<file path="src/rtl/wpseq_pkg.sv">
package wpseq_pkg;

    localparam int ADDR_W = 13;
    localparam int DATA_W = 8;

    localparam logic [ADDR_W-1:0] KEY_ADDR_HI = 13'h1555;
    localparam logic [ADDR_W-1:0] KEY_ADDR_LO = 13'h0AAA;
    localparam logic [DATA_W-1:0] KEY_DAT_1   = 8'hAA;
    localparam logic [DATA_W-1:0] KEY_DAT_2   = 8'h55;
    localparam logic [DATA_W-1:0] OP_ARM      = 8'hA0;
    localparam logic [DATA_W-1:0] OP_EXTEND   = 8'h80;
    localparam logic [DATA_W-1:0] OP_RELEASE  = 8'h20;

    typedef enum logic [2:0] {
        MS_IDLE,
        MS_KEY1,
        MS_KEY2,
        MS_EXT1,
        MS_EXT2,
        MS_EXT3
    } match_st_e;

    typedef enum logic [1:0] {
        PEND_NONE,
        PEND_ARM,
        PEND_RELEASE
    } pend_e;

    typedef struct packed {
        logic consumed;
        logic arm_done;
        logic release_done;
    } hit_t;

    function automatic logic step_is(
        input logic [ADDR_W-1:0] a,
        input logic [DATA_W-1:0] d,
        input logic [ADDR_W-1:0] ea,
        input logic [DATA_W-1:0] ed
    );
        return (a == ea) && (d == ed);
    endfunction

endpackage

</file>
<file path="src/rtl/wpseq_match.sv">
module wpseq_match
    import wpseq_pkg::*;
(
    input  logic              clk,
    input  logic              rst,
    input  logic              wr_go,
    input  logic              flush,
    input  logic [ADDR_W-1:0] addr,
    input  logic [DATA_W-1:0] data,
    output hit_t              hit
);

    match_st_e st_q, st_d;

    always_comb begin
        st_d = MS_IDLE;
        hit  = '0;
        unique case (st_q)
            MS_IDLE: begin
                if (step_is(addr, data, KEY_ADDR_HI, KEY_DAT_1)) begin
                    st_d = MS_KEY1;
                    hit.consumed = 1'b1;
                end
            end
            MS_KEY1: begin
                if (step_is(addr, data, KEY_ADDR_LO, KEY_DAT_2)) begin
                    st_d = MS_KEY2;
                    hit.consumed = 1'b1;
                end
            end
            MS_KEY2: begin
                if (step_is(addr, data, KEY_ADDR_HI, OP_ARM)) begin
                    hit.consumed = 1'b1;
                    hit.arm_done = 1'b1;
                end else if (step_is(addr, data, KEY_ADDR_HI, OP_EXTEND)) begin
                    st_d = MS_EXT1;
                    hit.consumed = 1'b1;
                end
            end
            MS_EXT1: begin
                if (step_is(addr, data, KEY_ADDR_HI, KEY_DAT_1)) begin
                    st_d = MS_EXT2;
                    hit.consumed = 1'b1;
                end
            end
            MS_EXT2: begin
                if (step_is(addr, data, KEY_ADDR_LO, KEY_DAT_2)) begin
                    st_d = MS_EXT3;
                    hit.consumed = 1'b1;
                end
            end
            MS_EXT3: begin
                if (step_is(addr, data, KEY_ADDR_HI, OP_RELEASE)) begin
                    hit.consumed     = 1'b1;
                    hit.release_done = 1'b1;
                end
            end
            default: st_d = MS_IDLE;
        endcase
    end

    always_ff @(posedge clk) begin
        if (rst || flush) begin
            st_q <= MS_IDLE;
        end else if (wr_go) begin
            st_q <= st_d;
        end
    end

endmodule

</file>
<file path="src/rtl/wpseq_window.sv">
module wpseq_window #(
    parameter int GAP_CYCLES = 16,
    parameter int WC_CYCLES  = 32
) (
    input  logic clk,
    input  logic rst,
    input  logic wr_req,
    output logic accept,
    output logic closing,
    output logic finishing,
    output logic busy
);

    localparam int GW = $clog2(GAP_CYCLES + 1);
    localparam int WW = $clog2(WC_CYCLES + 1);
    localparam logic [GW-1:0] GAP_LAST = GW'(GAP_CYCLES - 1);
    localparam logic [WW-1:0] WC_LAST  = WW'(WC_CYCLES - 1);

    logic          open_q;
    logic [GW-1:0] gap_q;
    logic [WW-1:0] wc_q;

    assign accept    = wr_req && !busy;
    assign closing   = !busy && !wr_req && open_q && (gap_q == GAP_LAST);
    assign finishing = busy && (wc_q == WC_LAST);

    always_ff @(posedge clk) begin
        if (rst) begin
            open_q <= 1'b0;
            gap_q  <= '0;
            wc_q   <= '0;
            busy   <= 1'b0;
        end else if (busy) begin
            if (finishing) begin
                busy <= 1'b0;
                wc_q <= '0;
            end else begin
                wc_q <= wc_q + 1'b1;
            end
        end else if (accept) begin
            open_q <= 1'b1;
            gap_q  <= '0;
        end else if (closing) begin
            open_q <= 1'b0;
            gap_q  <= '0;
            busy   <= 1'b1;
            wc_q   <= '0;
        end else if (open_q) begin
            gap_q <= gap_q + 1'b1;
        end
    end

endmodule

</file>
<file path="src/rtl/wpseq_prot.sv">
module wpseq_prot
    import wpseq_pkg::*;
(
    input  logic clk,
    input  logic rst,
    input  logic accept,
    input  hit_t hit,
    input  logic closing,
    input  logic finishing,
    output logic prot_on,
    output logic unlocked
);

    pend_e pend_q;

    always_ff @(posedge clk) begin
        if (rst) begin
            prot_on  <= 1'b0;
            unlocked <= 1'b0;
            pend_q   <= PEND_NONE;
        end else begin
            if (accept && hit.arm_done) begin
                pend_q   <= PEND_ARM;
                unlocked <= 1'b1;
            end else if (accept && hit.release_done) begin
                pend_q   <= PEND_RELEASE;
                unlocked <= 1'b1;
            end else if (closing) begin
                unlocked <= 1'b0;
            end
            if (finishing) begin
                unique case (pend_q)
                    PEND_ARM:     prot_on <= 1'b1;
                    PEND_RELEASE: prot_on <= 1'b0;
                    default:      prot_on <= prot_on;
                endcase
                pend_q <= PEND_NONE;
            end
        end
    end

endmodule

</file>
<file path="src/rtl/wp_cmd_seq.sv">
module wp_cmd_seq
    import wpseq_pkg::*;
#(
    parameter int GAP_CYCLES = 16,
    parameter int WC_CYCLES  = 32
) (
    input  logic              clk,
    input  logic              rst,
    input  logic              wr_valid,
    input  logic [ADDR_W-1:0] wr_addr,
    input  logic [DATA_W-1:0] wr_data,
    output logic              commit_en,
    output logic [ADDR_W-1:0] commit_addr,
    output logic [DATA_W-1:0] commit_data,
    output logic              timer_start,
    output logic              wcyc_busy,
    output logic              prot_on
);

    logic accept, closing, finishing, unlocked, cmd_byte, allow;
    hit_t hit;

    wpseq_window #(
        .GAP_CYCLES(GAP_CYCLES),
        .WC_CYCLES (WC_CYCLES)
    ) u_win (
        .clk      (clk),
        .rst      (rst),
        .wr_req   (wr_valid),
        .accept   (accept),
        .closing  (closing),
        .finishing(finishing),
        .busy     (wcyc_busy)
    );

    wpseq_match u_match (
        .clk  (clk),
        .rst  (rst),
        .wr_go(accept),
        .flush(closing),
        .addr (wr_addr),
        .data (wr_data),
        .hit  (hit)
    );

    wpseq_prot u_prot (
        .clk      (clk),
        .rst      (rst),
        .accept   (accept),
        .hit      (hit),
        .closing  (closing),
        .finishing(finishing),
        .prot_on  (prot_on),
        .unlocked (unlocked)
    );

    assign cmd_byte = hit.consumed;
    assign allow    = accept && !cmd_byte && (!prot_on || unlocked);

    always_ff @(posedge clk) begin
        if (rst) begin
            commit_en   <= 1'b0;
            commit_addr <= '0;
            commit_data <= '0;
            timer_start <= 1'b0;
        end else begin
            commit_en   <= allow;
            timer_start <= closing;
            if (allow) begin
                commit_addr <= wr_addr;
                commit_data <= wr_data;
            end
        end
    end

endmodule

</file>
<file path="config.mk">
export PLATFORM = sky130hd
export DESIGN_NAME = wp_cmd_seq
export DESIGN_NICKNAME = d
export VERILOG_FILES = /design/src/rtl/wpseq_pkg.sv /design/src/rtl/wpseq_match.sv /design/src/rtl/wpseq_window.sv /design/src/rtl/wpseq_prot.sv /design/src/rtl/wp_cmd_seq.sv
export SDC_FILE = /design/constraint.sdc
export NUM_CORES = 1
export LEC_CHECK = 0
export BUFFER_PORTS_ARGS = -buffer_cell sky130_fd_sc_hd__buf_2
export CAP_MARGIN = 25
export CORE_MARGIN = 4
export CORE_UTILIZATION = 50
export DETAILED_ROUTE_END_ITERATION = 12
export GPL_TIMING_DRIVEN = 0
export PLACE_DENSITY = 0.75
export SLEW_MARGIN = 10
export SYNTH_ARGS = -nofsm -noshare
export SYNTH_HDL_FRONTEND = slang
export SYNTH_HIERARCHICAL = 1
export SYNTH_SLANG_ARGS = --single-unit
</file>
<file path="constraint.sdc">
create_clock -name clk -period 2.59 [get_ports clk]
set_clock_uncertainty 0.05 [all_clocks]
set_input_delay 0.259 -clock clk [delete_from_list [all_inputs] [get_ports clk]]
set_output_delay 0.259 -clock clk [all_outputs]
set_load 0.05 [all_outputs]
</file>
==> run summary, run 1 <==
row cnt = 24
Most Used Layer, Global Route = met2
Critical Path Max Stage Delay = 0.61 ns
layout cells sized above 1 = 24.2%
GR Util met3 = 4.67%
Reg2Reg Launch Point = u_win/gap_q[0]$_SDFFE_PP0P_
CTS tree = built
most frequent cell after synthesis = nand2b_1
DP Worst Slack = 0.322 ns
# nets final = 317
clk_lat worst skew = 0.29 ns
final setup TNS = 0 ns
Worst Path Required = 2.71 ns
placed cells = 335
CTS Buffer Depth = 2
worst setup path start = u_win/gap_q[0]$_SDFFE_PP0P_
top cells by count, synth = nand2b_1 (47), dfxtp_1 (43), mux2i_1 (21)
Final Non-Filler Cells = 341
Clock Sinks = 43
CP Cell Sequence = ha_1 > nand4b_2 > nor3_1 > nor2_1 > o211ai_1 > nor4_1 > a41oi_1 > o41ai_1
combinational power share = 16.8%
Post-DP HPWL = 3610 um
chip width = 75.1 um
total power = 1.32 mW
root buf cell = clkbuf_8
f_max = 441 MHz
initial antenna violation count = 0
Internal Power = 0.939 mW
FF-to-FF path depth = 8
Total GRT Usage = 18.5%
post-synthesis cell area = 2250 um^2
critical path type = reg -> reg
Mapped Avg Cell Area = 9.58 um^2
worst hold slack = 0.184 ns
Pleak = 1.13 nW
Synth Register Bits = 43
Worst Setup Slack, final = 0.320 ns
post-cts resize count = 0
top-area cell type share of the netlist area = 38.2%
final setup vio count = 0
number of enable flip-flop cells after synthesis = 0
Ys Warns = 6
max-cap violations = 0
CTS Hold Buffers Added = 0
PD cells = 502 nW/um^2
P&R area growth vs syn = 16.8%
Reg2Reg Setup Slack = 0.32 ns
grt met2 use = 27.6%
final wirelength = 4800 um
Worst Setup Start Kind = flop
CTS clk-pin slew, worst paths = 0.08 ns
synth unique cells = 58
post-route ant nets = 0
DRT Pass-1 Iters = 4
Vias = 1,879
vias in the first global route = 1,750
Final Cycle Share = 87.6%
crit path time final = 2.27 ns
Tightest Hold Check Type = in -> reg
RePlAce Congestion = 0.858
Top Ports = 49
VDD IR max = 0.000282 V
max-slew violation count = 0
number of buffers created by CTS = 5
Sw Pwr = 0.380 mW
Die Ht = 75.1 um
slowest CP cell = nor3_1
RSZ-0062 raised after global routing = no
gr ovfl total = 0
worst r2r dst = u_match/st_q[2]$_SDFFE_PP0P_
sw frac = 28.8%
Via-to-Cell Ratio = 5.51
Synth Net Count = 262
DRT iter0 DRCs = 94
Gate Count Post-Synth = 235
first-pass GRT wire length = 8090 um
Port Buffer Count = 48
register area share after synthesis = 38.2%
CP Capture Type = flop
Antenna Cells = 0
Synth Flop Type = dfxtp_1
met1 usage = 26.0%
Synth area leader = dfxtp_1
DR WL/cell = 14.1 um
Async SR Flop Fraction = 0%
final hold vios = 0
Crit Path Max Fanout = 6
die area = 5640 um^2
status = complete, no violations
sequential share of power = 52.9%
clock share of power = 30.2%
Slew @ Worst Pin = 0.670 ns
Critical Path AT = 2.39 ns
Starting Density = 51.7%
post-route DRC violation count = 0
max_slew headroom = 55.0%
largest net degree at the start of global routing = 23
floorplan core area = 4350 um^2
H-Tree Depth = 2
setup bufs post-CTS = 0
largest cells by area after synthesis = dfxtp_1 (38%), nand2b_1 (13%), mux2i_1 (9.3%), a21oi_1 (1.8%), ha_1 (1.7%)
crit path to = u_match/st_q[2]$_SDFFE_PP0P_
[layout by cell type, fill, tap and decap left out, drive strengths merged, types with 4 or more instances in the layout]
cell type | netlist | routed
nor3 | 4 | 4
inv | 8 | 8
clkbuf | 5 | 11
nand2 | 10 | 10
mux2i | 21 | 21
nor2b | 4 | 4
buf | 2 | 50
dfxtp | 43 | 43
o21ai | 8 | 8
nand3 | 5 | 5
nor3b | 5 | 5
nand2b | 47 | 47
nor2 | 9 | 9
a21oi | 9 | 9
nand4 | 5 | 5
[per-stage QoR]
step                      util, %  area [um^2]
after floorplan                 -         2250
after global routing         60.4         2630
after detailed placement     58.7         2560
final                        60.4         2630
after CTS                    60.4         2630
after global placement       58.7         2560
[cell type report]
cell class	instances	area (um^2)
Fill cell	403	1730
Multi-Input combinational cell	177	1310
Sequential cell	43	861
Timing Repair Buffer	48	240
Clock buffer	6	72.6
Tap cell	52	65.1
Buffer	7	48.8
Inverter	8	30.0
[critical path, delay by kind of cell, from the launching register on]
family	cells	cell delay [ns]
AOI/OAI and AO/OA	3	0.45
adders and majority gates	1	0.23
DFF	1	0.37
and+or+nand+nor	4	1.04
[how the worst min path moves through the flow]
| stage | from | endpoint | slack (ns) | cells past startpoint |
|---|---|---|---|---|
| 2_1_floorplan | rst | u_prot/pend_q[0]$_SDFFE_PP0P_ | 0.27 | 1 |
| 3_3_place_gp | u_win/gap_q[4]$_SDFFE_PP0P_ | u_win/gap_q[4]$_SDFFE_PP0P_ | 0.38 | 1 |
| 3_5_place_dp | u_win/gap_q[4]$_SDFFE_PP0P_ | u_win/gap_q[4]$_SDFFE_PP0P_ | 0.40 | 1 |
| 4_1_cts | wr_addr[7] | commit_addr[7]$_SDFFE_PP0P_ | 0.18 | 3 |
| 5_1_grt | wr_addr[7] | commit_addr[7]$_SDFFE_PP0P_ | 0.18 | 3 |
| 6_report | wr_addr[7] | commit_addr[7]$_SDFFE_PP0P_ | 0.18 | 3 |
[state kept, by name (all words and copies together) (netlist names)]
register and count:
commit_addr 13, timer_start 1, u_prot/pend_q 2, u_prot/prot_on 1, u_prot/unlocked 1, u_match/st_q 3
commit_data 8, u_win/wc_q 6, u_win/open_q 1, u_win/busy 1, u_win/gap_q 5, commit_en 1
[layer usage]
| layer | routed length (um) | vias to the layer above | share of wire, % |
|---|---|---|---|
| li1 | - | 963 | - |
| met1 | 2370 | 877 | 49 |
| met2 | 2170 | 31 | 45 |
| met3 | 186 | 8 | 3.9 |
| met4 | 74 | 0 | 1.5 |
| met5 | 0 | - | 0 |
[kinds of logic (layout without fill, tap and decap cells)]
logic type,after synthesis,count (layout),share of synthesized area [%]
compound gates,38,38,12.6
fa+ha+maj,3,3,1.67
simple gates,113,113,33.7
xor+xnor,1,1,0.389
mux,22,22,9.84
buf+inv,15,69,3.50
flops,43,43,38.2
[power by group through the flow]
stage | sequential [mW] | combinational, mW | clock (mW)
after floorplan | 0.788 | 0.0767 | 0
after global placement | 0.712 | 0.221 | 0
after detailed placement | 0.712 | 0.223 | 0
after CTS | 0.697 | 0.224 | 0.411
after global routing | 0.701 | 0.239 | 0.445
final | 0.698 | 0.222 | 0.399
Power figures use the tool's default switching activity.
==> run 2: changes to the inputs <==
--- a/config.mk
+++ b/config.mk
@@ -8,10 +8,10 @@
 export BUFFER_PORTS_ARGS = -buffer_cell sky130_fd_sc_hd__buf_2
 export CAP_MARGIN = 25
 export CORE_MARGIN = 4
-export CORE_UTILIZATION = 50
+export CORE_UTILIZATION = 55
 export DETAILED_ROUTE_END_ITERATION = 12
 export GPL_TIMING_DRIVEN = 0
-export PLACE_DENSITY = 0.75
+export PLACE_DENSITY = 0.82
 export SLEW_MARGIN = 10
 export SYNTH_ARGS = -nofsm -noshare
 export SYNTH_HDL_FRONTEND = slang
==> constraint.sdc (replaced) <==
create_clock -name clk -period 2.8 [get_ports clk]
set_clock_uncertainty 0.05 [all_clocks]
set_input_delay 0.28 -clock clk [delete_from_list [all_inputs] [get_ports clk]]
set_output_delay 0.28 -clock clk [all_outputs]
set_load 0.05 [all_outputs]
==> run 2 against run 1 <==
Effect of this change:
- critical path depth is the same
- combinational power shrank 6%
- cell area increased by 0.81%
- sequential power fell by 7.6%
- worst hold slack better by 0.019 ns
- maximum frequency rose by 2.5%
- power decreased by 3.3%
- core utilization grew 9.4 points
- first-iteration DRC count is 3.2% higher
- register-to-register slack gained 0.26 ns
- clock power increased by 6.0%
==> run summary, run 2 (synthesized netlist as in run 1, its figures left out) <==
DR WL/cell = 14.3 um
post-cts resize count = 0
CTS clk-pin slew, worst paths = 0.09 ns
DRT Pass-1 Iters = 4
final wirelength = 4840 um
Slew @ Worst Pin = 0.616 ns
H-Tree Depth = 2
final setup TNS = 0 ns
post-route ant nets = 0
post-route DRC violation count = 0
Worst Path Required = 2.92 ns
commonest non-fill, non-tap cell in the layout = buf_2
Worst Setup Start Kind = flop
floorplan core area = 3800 um^2
sw frac = 29.2%
status = complete, no violations
Critical Path AT = 2.34 ns
chip width = 72.0 um
slowest CP cell = nor3_1
Pleak = 1.14 nW
Crit Path Max Fanout = 6
Total GRT Usage = 20.2%
RSZ-0062 raised after global routing = no
VDD IR max = 0.000442 V
Post-DP HPWL = 3690 um
leading cell types in the layout, fill and taps excluded = buf_2 (48), nand2b_1 (47), dfxtp_1 (43), mux2i_1 (21), nand2_1 (10)
combinational power share = 16.3%
first-pass GRT wire length = 8510 um
CTS tree = built
top flop regs = commit_addr: 13 flops, commit_data: 8 flops, u_win/wc_q: 6 flops
Via-to-Cell Ratio = 5.61
CTS Buffer Depth = 2
# nets final = 317
Largest register FFs = 13
max-cap violations = 0
Antenna Cells = 0
PD cells = 481 nW/um^2
number of buffers created by CTS = 5
DRT iter0 DRCs = 97
final hold vios = 0
die area = 5180 um^2
RePlAce Congestion = 0.859
CP Cell Sequence = ha_1 > nand4b_2 > nor3_1 > nor2_1 > o211ai_1 > nor4_1 > a41oi_1 > o41ai_1
max-slew violation count = 0
Critical Path Max Stage Delay = 0.56 ns
root buf cell = clkbuf_8
placed cells = 331
Vias = 1,903
Internal Power = 0.903 mW
CTS Hold Buffers Added = 0
max_slew headroom = 58.6%
setup bufs post-CTS = 0
Starting Density = 59.3%
initial antenna violation count = 0
crit path time final = 2.22 ns
row cnt = 22
largest net degree at the start of global routing = 23
CP Capture Type = flop
gr ovfl total = 0
Reg with most FFs = commit_addr
Final Cycle Share = 79.1%
Final Non-Filler Cells = 339
fill count = 308
f_max = 451 MHz
layout cells sized above 1 = 25.1%
sequential share of power = 50.6%
Die Ht = 72.0 um
Top Ports = 49
Clock Sinks = 43
critical path type = reg -> reg
clk_lat worst skew = 0.30 ns
Tightest Hold Check Type = in -> reg
clock share of power = 33.1%
Port Buffer Count = 48
vias in the first global route = 1,915
P&R area growth vs syn = 17.7%
Sw Pwr = 0.372 mW
final setup vio count = 0
==> run 2: final timing paths <==
path,startpoint,cells past startpoint,slack [ns],endpoint
hold / removal,wr_addr[12],3,0.20,commit_addr[12]$_SDFFE_PP0P_
hold reg to reg,u_win/gap_q[4]$_SDFFE_PP0P_,1,0.40,u_win/gap_q[4]$_SDFFE_PP0P_
setup / recovery,u_win/gap_q[0]$_SDFFE_PP0P_,8,0.58,u_match/st_q[2]$_SDFFE_PP0P_
setup reg to reg,u_win/gap_q[0]$_SDFFE_PP0P_,8,0.58,u_match/st_q[2]$_SDFFE_PP0P_
==> run 2: power groups by stage <==
stage / clock [mW] / combinational (mW) / sequential (mW)
2_1_floorplan: 0 / 0.0709 / 0.729
3_3_place_gp: 0 / 0.205 / 0.658
3_5_place_dp: 0 / 0.208 / 0.659
4_1_cts: 0.434 / 0.208 / 0.645
5_1_grt: 0.457 / 0.222 / 0.648
6_report: 0.423 / 0.208 / 0.645
==> run 2: through the flow <==
stage               worst slack [ns]  instance area (um^2)  power (mW)  hold slack, ns  utilization, %
floorplan                      0.924                  2250       0.800           0.295               -
global placement               0.609                  2550       0.863           0.386            67.2
detailed placement             0.616                  2550       0.867           0.390            67.2
CTS                            0.600                  2650        1.29           0.196            69.8
global route                   0.380                  2650        1.33           0.207            69.8
finish                         0.585                  2650        1.28           0.203            69.8
==> run 2: worst max-delay path, delay by kind of cell (launching register included) <==
kind,cells,cell delay [ns]
simple gates,4,0.98
fa+ha+maj,1,0.23
compound gates,3,0.45
flops,1,0.37
==> run 2: layer usage <==
metal  GRT usage (%)  routed length (um)  vias to the layer above
met4            6.47                  52                        0
li1                -                   -                      964
met3            5.12                 198                        6
met5               0                   0                        -
met2            34.0                2300                       30
met1            25.4                2290                      903
==> run 2: area by class of cell <==
cell class	count	area, um^2	area share (%)
multi-input combinational	177	1310	49.5
sequential	43	861	32.5
timing repair buffer	48	240	9.07
clock buffer	6	82.6	3.12
tap	48	60.1	2.27
buffer	7	48.8	1.84
inverter	8	30.0	1.13
clock inverter	2	16.3	0.614
==> run 3: changes to the inputs <==
--- a/config.mk
+++ b/config.mk
@@ -8,10 +8,10 @@
 export BUFFER_PORTS_ARGS = -buffer_cell sky130_fd_sc_hd__buf_2
 export CAP_MARGIN = 25
 export CORE_MARGIN = 4
-export CORE_UTILIZATION = 55
+export CORE_UTILIZATION = 49
 export DETAILED_ROUTE_END_ITERATION = 12
 export GPL_TIMING_DRIVEN = 0
-export PLACE_DENSITY = 0.82
+export PLACE_DENSITY = 0.77
 export SLEW_MARGIN = 10
 export SYNTH_ARGS = -nofsm -noshare
 export SYNTH_HDL_FRONTEND = slang
==> constraint.sdc (replaced) <==
create_clock -name clk -period 2 [get_ports clk]
set_clock_uncertainty 0.05 [all_clocks]
set_input_delay 0.2 -clock clk [delete_from_list [all_inputs] [get_ports clk]]
set_output_delay 0.2 -clock clk [all_outputs]
set_load 0.05 [all_outputs]
==> run 3 against run 2 <==
Effect of this change:
- critical path depth rose by 1
- critical path type unchanged
- register-to-register slack got worse by 0.52 ns
- sequential share of layout area fell by 1.3 points
- via count rose by 2.4%
- clock-buffer cell count rose by 2
- sequential cell count did not move
==> run summary, run 3 (synthesized netlist as in run 1, its figures left out) <==
final hold vios = 0
Clock Sinks = 43
Port Buffer Count = 48
sw frac = 27.6%
die area = 5740 um^2
Top Ports = 49
Starting Density = 51.0%
Slew @ Worst Pin = 0.520 ns
number of buffers created by CTS = 5
CTS tree = built
top flop regs = commit_addr: 13 flops, commit_data: 8 flops, u_win/wc_q: 6 flops
largest net degree at the start of global routing = 23
Largest register FFs = 13
met2 wire len = 2450 um
worst setup path start = u_match/st_q[2]$_SDFFE_PP0P_
commonest non-fill, non-tap cell in the layout = buf_2
floorplan core area = 4410 um^2
# nets final = 323
DRT Pass-1 Iters = 4
post-route ant nets = 0
status = complete, no violations
Core Util, Final = 62.6%
leading cell types in the layout, fill and taps excluded = buf_2 (48), nand2b_1 (47), dfxtp_1 (42), mux2i_1 (19), nand2_1 (10)
P&R area growth vs syn = 22.8%
critical path depth = 9
met1 WL = 2330 um
max-cap violations = 0
sequential share of power = 49.8%
critical path type = reg -> reg
H-Tree Depth = 2
Final Non-Filler Cells = 349
clock share of power = 33.0%
Post-DP HPWL = 3660 um
Worst Path Required = 2.16 ns
Reg with most FFs = commit_addr
CP Capture Type = flop
Die Ht = 75.8 um
f_max = 516 MHz
VDD IR max = 0.000377 V
crit path to = commit_addr[9]$_SDFFE_PP0P_
Vias = 1,949
slowest CP cell = or4b_1
Final Cycle Share = 97.0%
Internal Power = 1.31 mW
highest metal used = met4
Critical Path Max Stage Delay = 0.53 ns
fill count = 376
Worst Setup Start Kind = flop
DR WL/cell = 14.5 um
final setup vio count = 0
first-pass GRT wire length = 8000 um
gr ovfl total = 0
initial antenna violation count = 0
Pleak = 1.19 nW
Reg2Reg Launch Point = u_match/st_q[2]$_SDFFE_PP0P_
delay-heaviest family, CP = simple AND/OR/NAND/NOR gates
worst hold slack = 0.140 ns
PD cells = 656 nW/um^2
Total GRT Usage = 17.8%
vias in the first global route = 1,790
max-slew violation count = 0
CTS Buffer Depth = 2
max_slew headroom = 64.9%
Routed met3 length = 228 um
chip width = 75.8 um
Reg2Reg Setup Slack = 0.06 ns
clk_lat worst skew = 0.28 ns
layout cells sized above 1 = 28.6%
FF-to-FF path depth = 9
Tightest Hold Check Type = in -> reg
CP Cell Sequence = inv_2 > or4b_1 > nand2_1 > nand3_1 > nand4_1 > nor3b_4 > buf_4 > buf_8 > mux2i_2
root buf cell = clkbuf_8
DRT iter0 DRCs = 137
Crit Path Max Fanout = 5
RePlAce Congestion = 0.799
crit path time final = 1.94 ns
Critical Path AT = 2.10 ns
final wirelength = 5060 um
CTS clk-pin slew, worst paths = 0.08 ns
Sw Pwr = 0.500 mW
combinational power share = 17.2%
row cnt = 24
placed cells = 335
post-route DRC violation count = 0
Antenna Cells = 0
Via-to-Cell Ratio = 5.58
CP bufs+invs = 3
worst r2r dst = commit_addr[9]$_SDFFE_PP0P_
## run 3: how the worst min path moves through the flow
stage,end,startpoint,cells after the start
2_1_floorplan,u_prot/pend_q[0]$_SDFFE_PP0P_,rst,1
3_3_place_gp,u_win/gap_q[4]$_SDFFE_PP0P_,u_win/gap_q[4]$_SDFFE_PP0P_,1
3_5_place_dp,u_win/gap_q[4]$_SDFFE_PP0P_,u_win/gap_q[4]$_SDFFE_PP0P_,1
4_1_cts,commit_addr[12]$_SDFFE_PP0P_,wr_addr[12],3
5_1_grt,commit_addr[2]$_SDFFE_PP0P_,wr_addr[2],3
6_report,commit_addr[0]$_SDFFE_PP0P_,wr_addr[0],3
## run 3: final cells by class
type / count / area, um^2 / share of cell area, %
multi-input cells: 177 / 1340 / 48.3
flip-flops and latches: 43 / 862 / 31.2
inverters: 8 / 30.0 / 1.09
clock buffers: 8 / 100 / 3.62
plain buffers: 7 / 50.0 / 1.81
repair buffers: 54 / 320 / 11.6
well taps: 52 / 65.1 / 2.35
## run 3: power by group through the flow
stage               Combinational (mW)  Sequential [mW]  Clock [mW]
floorplan                       0.0993             1.02           0
global placement                 0.288            0.922           0
detailed placement               0.290            0.923           0
CTS                              0.292            0.903       0.610
global route                     0.331            0.907       0.660
finish                           0.311            0.903       0.599
## run 3: per-stage QoR
stage / setup slack, ns / TNS [ns] / total power [mW] / area (um^2)
floorplan: 0.124 / 0 / 1.12 / 2250
global placement: -0.231 / -0.231 / 1.21 / 2560
detailed placement: -0.269 / -0.269 / 1.21 / 2560
CTS: 0.0372 / 0 / 1.80 / 2670
global route: -0.0156 / -0.0156 / 1.90 / 2760
finish: 0.0604 / 0 / 1.81 / 2760
## run 3: tightest hold or removal path: stages
cell	delay, ns
buf_2	0.11
nand2b_1	0.06
mux2i_1	0.06
## run 3: metal layers
layer	vias up	track usage, %
met1	918	22.9
met2	52	30.0
met5	-	0
met4	0	3.69
met3	7	4.75
li1	972	-
## run 3: repair_timing
item                                    CTS  global route
endpoints found under the setup margin    1            21
gates resized for setup                   2             7
hold buffers                              0             0
cloned                                    0             2
setup buffers                             0             4
pin swaps                                 0             6
